<file path="config.mk">
export PLATFORM = sky130hd
export DESIGN_NAME = traj_enum
export DESIGN_NICKNAME = d
export VERILOG_FILES = /design/src/rtl/traj_enum_pkg.sv /design/src/rtl/traj_enum_table.sv /design/src/rtl/traj_enum_seq.sv /design/src/rtl/traj_enum.sv
export SDC_FILE = /design/constraint.sdc
export NUM_CORES = 1
export LEC_CHECK = 0
export ABC_AREA = 1
export CAP_MARGIN = 30
export CELL_PAD_IN_SITES_DETAIL_PLACEMENT = 0
export CELL_PAD_IN_SITES_GLOBAL_PLACEMENT = 1
export CORE_ASPECT_RATIO = 0.8
export CORE_MARGIN = 5
export CORE_UTILIZATION = 25
export CTS_BUF_LIST = sky130_fd_sc_hd__clkbuf_2
export DETAILED_ROUTE_END_ITERATION = 8
export DONT_BUFFER_PORTS = 1
export PLACE_DENSITY_LB_ADDON = 0.1
export SYNTH_ARGS = -nofsm -noshare
export SYNTH_HDL_FRONTEND = slang
export SYNTH_HIERARCHICAL = 1
export SYNTH_SLANG_ARGS = --single-unit
</file>
<file path="constraint.sdc">
create_clock -name clk -period 3.5 [get_ports clk]
set_input_delay 0.525 -clock clk [delete_from_list [all_inputs] [get_ports clk]]
set_output_delay 0.525 -clock clk [all_outputs]
set_load 0.05 [all_outputs]
</file>
<file path="src/rtl/traj_enum_pkg.sv">
package traj_enum_pkg;

   localparam int PH   = 3;
   localparam int NGRP = 8;

   // timing-group order: mask of phases switching at k+1 (bit0 = phase a)
   function automatic logic [PH-1:0] grp_mask(input logic [2:0] g);
      case (g)
         3'd0:    return 3'b111;
         3'd1:    return 3'b001;
         3'd2:    return 3'b010;
         3'd3:    return 3'b100;
         3'd4:    return 3'b011;
         3'd5:    return 3'b101;
         3'd6:    return 3'b110;
         default: return 3'b000;
      endcase
   endfunction

   // 1: phase p may also keep its present state (slot 0 allowed)
   function automatic logic slot_full(input logic [PH-1:0] m, input int p);
      if (m == '1) return 1'b1;
      if (m == '0) return 1'b0;
      return ~m[p];
   endfunction

endpackage

</file>
<file path="src/rtl/traj_enum_table.sv">
module traj_enum_table #(
   parameter int ST_W  = 3,
   parameter int SLOTS = 4,
   parameter int NRD   = 3,
   parameter int FIX_A_STATE = 3,
   parameter logic [(SLOTS-1)*ST_W-1:0] FIX_A_ROW = {3'd5, 3'd2, 3'd1},
   parameter int FIX_B_STATE = 7,
   parameter logic [(SLOTS-1)*ST_W-1:0] FIX_B_ROW = {3'd7, 3'd6, 3'd5},
   localparam int SW  = $clog2(SLOTS),
   localparam int NST = 1 << ST_W
) (
   input  logic                clk,
   input  logic                rst_n,
   input  logic                lock,
   input  logic                we,
   input  logic [ST_W-1:0]     wr_state,
   input  logic [SW-1:0]       wr_slot,
   input  logic [ST_W-1:0]     wr_data,
   input  logic [NRD*ST_W-1:0] rd_state,
   input  logic [NRD*SW-1:0]   rd_slot,
   output logic [NRD*ST_W-1:0] rd_data
);

   // row[s][j-1] holds slot j of state s; slot 0 is implicit
   logic [ST_W-1:0] row [NST][SLOTS-1];

   for (genvar s = 0; s < NST; s++) begin : g_st
      for (genvar j = 1; j < SLOTS; j++) begin : g_sl
         if (s == FIX_A_STATE) begin : g_fa
            assign row[s][j-1] = FIX_A_ROW[(j-1)*ST_W +: ST_W];
         end else if (s == FIX_B_STATE) begin : g_fb
            assign row[s][j-1] = FIX_B_ROW[(j-1)*ST_W +: ST_W];
         end else begin : g_rw
            logic [ST_W-1:0] q;
            always_ff @(posedge clk) begin
               if (!rst_n)
                  q <= ST_W'((s + j) % NST);
               else if (we && !lock && wr_state == ST_W'(s) && wr_slot == SW'(j))
                  q <= wr_data;
            end
            assign row[s][j-1] = q;
         end
      end
   end

   for (genvar r = 0; r < NRD; r++) begin : g_rd
      logic [ST_W-1:0] st;
      logic [SW-1:0]   sl;
      assign st = rd_state[r*ST_W +: ST_W];
      assign sl = rd_slot[r*SW +: SW];
      assign rd_data[r*ST_W +: ST_W] = (sl == '0) ? st : row[st][sl - 1'b1];
   end

endmodule

</file>
<file path="src/rtl/traj_enum_seq.sv">
module traj_enum_seq
   import traj_enum_pkg::*;
#(
   parameter int SLOTS = 4,
   localparam int DW = $clog2(SLOTS)
) (
   input  logic             clk,
   input  logic             rst_n,
   input  logic             start,
   output logic             busy,
   output logic [2:0]       grp,
   output logic [PH*DW-1:0] dig,
   output logic             first,
   output logic             last,
   output logic             done
);

   logic [PH-1:0]    mask;
   logic [PH*DW-1:0] dig_nx;
   logic             wrap;

   assign mask = grp_mask(grp);

   // mixed-radix increment, phase a fastest
   always_comb begin
      logic          c;
      logic [DW-1:0] mx;
      c      = 1'b1;
      dig_nx = dig;
      for (int p = 0; p < PH; p++) begin
         mx = slot_full(mask, p) ? DW'(SLOTS - 1) : DW'(SLOTS - 2);
         if (c) begin
            if (dig[p*DW +: DW] == mx) begin
               dig_nx[p*DW +: DW] = '0;
            end else begin
               dig_nx[p*DW +: DW] = dig[p*DW +: DW] + 1'b1;
               c = 1'b0;
            end
         end
      end
      wrap = c;
   end

   assign first = busy && (grp == '0) && (dig == '0);
   assign last  = busy && (grp == 3'(NGRP - 1)) && wrap;

   always_ff @(posedge clk) begin
      if (!rst_n) begin
         busy <= 1'b0;
         grp  <= '0;
         dig  <= '0;
         done <= 1'b0;
      end else begin
         done <= 1'b0;
         if (!busy) begin
            if (start) begin
               busy <= 1'b1;
               grp  <= '0;
               dig  <= '0;
            end
         end else begin
            dig <= dig_nx;
            if (wrap) begin
               if (grp == 3'(NGRP - 1)) begin
                  busy <= 1'b0;
                  done <= 1'b1;
               end else begin
                  grp <= grp + 1'b1;
               end
            end
         end
      end
   end

endmodule

</file>
<file path="src/rtl/traj_enum.sv">
module traj_enum
   import traj_enum_pkg::*;
#(
   parameter int ST_W  = 3,
   parameter int SLOTS = 4,
   parameter int FIX_A_STATE = 3,
   parameter logic [(SLOTS-1)*ST_W-1:0] FIX_A_ROW = {3'd5, 3'd2, 3'd1},
   parameter int FIX_B_STATE = 7,
   parameter logic [(SLOTS-1)*ST_W-1:0] FIX_B_ROW = {3'd7, 3'd6, 3'd5},
   localparam int SW = $clog2(SLOTS)
) (
   input  logic               clk,
   input  logic               rst_n,
   input  logic               start,
   input  logic [PH*ST_W-1:0] prev_abc,
   input  logic               tbl_we,
   input  logic [ST_W-1:0]    tbl_state,
   input  logic [SW-1:0]      tbl_slot,
   input  logic [ST_W-1:0]    tbl_data,
   output logic               traj_valid,
   output logic               traj_first,
   output logic               traj_last,
   output logic [PH*ST_W-1:0] step1_abc,
   output logic [PH*ST_W-1:0] step2_abc,
   output logic               done
);

   if (SLOTS < 2 || SLOTS > (1 << ST_W)) begin : g_bad_slots
      $error("traj_enum: SLOTS must lie in 2..2**ST_W");
   end
   if (FIX_A_STATE == FIX_B_STATE) begin : g_bad_fix
      $error("traj_enum: fixed rows must be distinct states");
   end

   logic               busy;
   logic [2:0]         grp;
   logic [PH*SW-1:0]   dig;
   logic [PH-1:0]      mask;
   logic [PH*ST_W-1:0] ps;
   logic [PH*SW-1:0]   rd_slot;
   logic [PH*ST_W-1:0] nxt;
   logic [PH*ST_W-1:0] s1;

   always_ff @(posedge clk) begin
      if (!rst_n)
         ps <= '0;
      else if (start && !busy)
         ps <= prev_abc;
   end

   traj_enum_seq #(.SLOTS(SLOTS)) u_seq (
      .clk   (clk),
      .rst_n (rst_n),
      .start (start),
      .busy  (busy),
      .grp   (grp),
      .dig   (dig),
      .first (traj_first),
      .last  (traj_last),
      .done  (done)
   );

   assign mask = grp_mask(grp);

   for (genvar p = 0; p < PH; p++) begin : g_ph
      assign rd_slot[p*SW +: SW] = dig[p*SW +: SW] + (slot_full(mask, p) ? SW'(0) : SW'(1));
      assign s1[p*ST_W +: ST_W]  = mask[p] ? nxt[p*ST_W +: ST_W] : ps[p*ST_W +: ST_W];
   end

   traj_enum_table #(
      .ST_W(ST_W), .SLOTS(SLOTS), .NRD(PH),
      .FIX_A_STATE(FIX_A_STATE), .FIX_A_ROW(FIX_A_ROW),
      .FIX_B_STATE(FIX_B_STATE), .FIX_B_ROW(FIX_B_ROW)
   ) u_tbl (
      .clk      (clk),
      .rst_n    (rst_n),
      .lock     (busy),
      .we       (tbl_we),
      .wr_state (tbl_state),
      .wr_slot  (tbl_slot),
      .wr_data  (tbl_data),
      .rd_state (ps),
      .rd_slot  (rd_slot),
      .rd_data  (nxt)
   );

   assign traj_valid = busy;
   assign step1_abc  = busy ? s1  : '0;
   assign step2_abc  = busy ? nxt : '0;

endmodule

</file>
==> flow_summary.ini <==
[run_status]
status = completed

[synthesis]
yosysUniqueCellTypes = 31
yosys.area_share.simple = 0.4375
synth_seq_cells = 74
seq_area_frac_synth = 0.2725
synthCells = 917
ys.flop_type = dfxtp_1
syn-mean-instance-area_sq_um = 5.929
synth-compound-area-share = 0.1353
yosysWarningCount = 6
synth_fa_ha_area_frac = 0.03452
syn_nets = 953
syn_area_sq_um = 5436
synthXorXnorAreaFrac = 0.004833
synth_edf_count = 0
synth_top_family_by_area = simple AND/OR/NAND/NOR gates
synthMuxAreaShare = 0
async_reset_ff_frac = 0

[clock_tree]
cts_sinks = 74
cts_tree = yes
clock_latency_ns = 0.59
htree_levels = 3
clk_pin_slew_ns = 0.25
root_buffer = clkbuf_2
cts_buffers = 9
clockBufferDepth = 2

[power]
switching_share = 0.4142
seqPwrFrac = 0.397
cellPowerDensity_nw_per_um2 = 351.0
power_leakage_nw = 3.002
vdd_drop_max_mv = 0.1849
p_sw_uw = 933.2
intPower_mw = 1.320
pwr-share-comb = 0.372
clockPowerShare = 0.232

[route]
wl_mm = 23.35
via_per_inst = 4.859
drc_errors = 0
drt-initial-drc-count = 508
routedWlPerCell_microns = 19.03
dr.pass1.iters = 6
vias = 5962
drtAntennaViolNets = 0

[worst_hold_path]
min_from = tbl_data[1]
hp-class = in -> reg

[timing]
setup_violations = 0
skew_ns = 0.02805
hold_violations = 0
rsz0062_at_grt = yes
worst_slew_pin_slew_ns = 0.7389
finalCriticalPeriod_ns = 3.409
holdWs_ns = 0.04805
clock.fmax_ghz = 0.2934
slew_viol_final = 0
relSlewSlack = 0.5047
finalCritPeriodShare = 0.9739

[setup_path]
crit_path_start = u_seq/grp[1]
r2r_slack_ns = 1.26
crit_type = reg -> out
cpMostUsedCell = nor2_1
crit_path_top_delay_cell = dfxtp_4
r2r_cells = 14
cp-endpoint = step1_abc[1]
critPathArrivalTime_ns = 2.88
cp.required_ns = 2.97
path_cells = buf_6 -> a21oi_4 -> ha_2 -> inv_2 -> ha_4 -> nor2_4 -> nand2_1 -> nor2_1 -> nor2_1 -> a21oi_2 -> o21ai_1 -> nor2_1 -> buf_6
critical_path.endpoint_type = output pin
r2r_end = u_seq/grp[2]
crit_path_max_fanout = 8
r2r_start = u_seq/grp[0]
start_kind = flip-flop
max_stage_delay_ns = 0.41

[layout]
syn2layout_area_growth_pct = 18.07
register_area_sq_um = 1496
fin_area_sq_um = 6419
multi_input_area_sq_um = 3511
nNetsFinal = 981
fillerInstances = 2490
drive_above_1_share = 0.1558

[grt]
antenna_found_initial = 2
grt_pass1_wl_mm = 34.82
grt_pass1_vias = 5686
gr-usage-all-layers = 0.1856
grt-ovfl-total = 0
grt_max_degree = 38

[placement]
port_buffers = 0
hpwl_mm = 16.37
gp_congestion = 0.8292
place_area_sq_um = 5828

[flow_run]
maxCapViolCount = 0

[die]
rows = 48
die_x_microns = 174.9
start_util = 0.2529
ios = 43
coreArea_sq_um = 21500
die_area_sq_um = 24810
fp.dieH_microns = 141.9
stage by stage:
stage	total power, mW	instances	setup WS, ns	setup TNS, ns	util
finish	2.253	1227	0.09134	0	0.2985
detailed placement	1.611	1184	0.2746	0	0.2711
CTS	2.219	1217	0.005935	0	0.2884
floorplan	1.421	917	0.1723	0	-
global placement	1.617	1184	0.3584	0	0.2711
global route	2.395	1227	-0.1428	-0.6783	0.2985
power groups by stage:
stage          logic [mW]  registers [mW]  clock network [mW]
2_1_floorplan       0.523           0.898                   0
3_3_place_gp        0.707           0.910                   0
3_5_place_dp        0.701           0.910                   0
4_1_cts             0.776           0.893               0.550
5_1_grt             0.917           0.898               0.580
6_report            0.838           0.894               0.522
worst max-delay path: cells and delay by family (launching register included):
family | cells | cell delay (ns)
DFF | 1 | 0.41
adders and majority gates | 2 | 0.55
AOI/OAI and AO/OA | 3 | 0.42
buffers and inverters | 3 | 0.44
and+or+nand+nor | 5 | 0.50
worst min-delay path by stage:
stage	endpoint	slack (ns)	cells after the start
global placement	u_tbl/g_st[2].g_sl[2].g_rw.q[1]	0.50	2
global route	u_tbl/g_st[4].g_sl[3].g_rw.q[0]	0.003	1
finish	u_tbl/g_st[0].g_sl[3].g_rw.q[1]	0.05	2
detailed placement	u_tbl/g_st[2].g_sl[2].g_rw.q[1]	0.50	2
CTS	u_tbl/g_st[5].g_sl[3].g_rw.q[0]	0.001	2
floorplan	ps[7]	0.44	2
registers in the layout, summed over array words and instances, names as in the netlist:
signal	flops
u_seq/done	1
u_seq/dig	6
u_seq/grp	3
u_seq/busy	1
ps	9
u_tbl/g_st.g_sl.g_rw.q	54
routing by layer:
layer  routed length (microns)  track usage
met1                     11770       0.2720
met2                     10130       0.2846
met3                      1138      0.02850
met4                       304      0.04793
met5                         0            0
synthesized netlist by cell type, types with 11 or more instances:
master,count,share of area
o21ai_0,50,0.046
ha_1,15,0.035
buf_4,12,0.017
nand3_1,128,0.12
inv_2,11,0.0076
nor2_2,13,0.015
inv_1,89,0.061
nand2_1,294,0.20
buf_2,15,0.014
dfxtp_1,74,0.27
o211ai_1,22,0.030
a21oi_1,47,0.043
nor2_1,93,0.064
what timing repair did:
| action | in CTS | in global routing |
|---|---|---|
| hold buffers | 10 | 4 |
| buffers inserted | 7 | 4 |
| endpoints found under the hold margin | 39 | 4 |
| endpoints found under the setup margin | 18 | 18 |
| pin swaps | 7 | 18 |
| gates resized for setup | 25 | 45 |
| gates cloned | 0 | 0 |
cell usage in the layout, fill, tap and decap left out, drive strengths merged:
master	Yosys	final
inv	100	98
nor2	110	110
nand3	134	134
clkinvlp	0	4
buf	33	46
nand2	298	298
diode	0	2
o22ai	1	1
o211ai	22	22
nor3	3	3
a21oi	48	48
dlygate4sd3	0	13
clkinv	0	3
xor2	3	3
nand4	5	5
clkbuf	9	10
dfxtp	74	74
a31oi	6	6
o21ai	55	55
ha	15	15
bufinv	0	1
or2	1	1
layout make-up:
| cell class | instances | area share |
|---|---|---|
| multi-input combinational | 701 | 0.5470 |
| sequential | 74 | 0.2331 |
| timing repair buffer | 59 | 0.08713 |
| inverter | 100 | 0.06004 |
| tap | 275 | 0.05361 |
| clock inverter | 6 | 0.01053 |
| clock buffer | 10 | 0.007797 |
| antenna | 2 | 0.0007797 |
cells by family (layout without fill, tap and decap cells):
group	count (synthesis)	count (layout)
simple gates	551	551
fa+ha+maj	15	15
other cells	0	2
buf+inv	142	175
xor+xnor	3	3
compound gates	132	132
flops	74	74
Note: power is estimated with default switching activity, not from simulation.
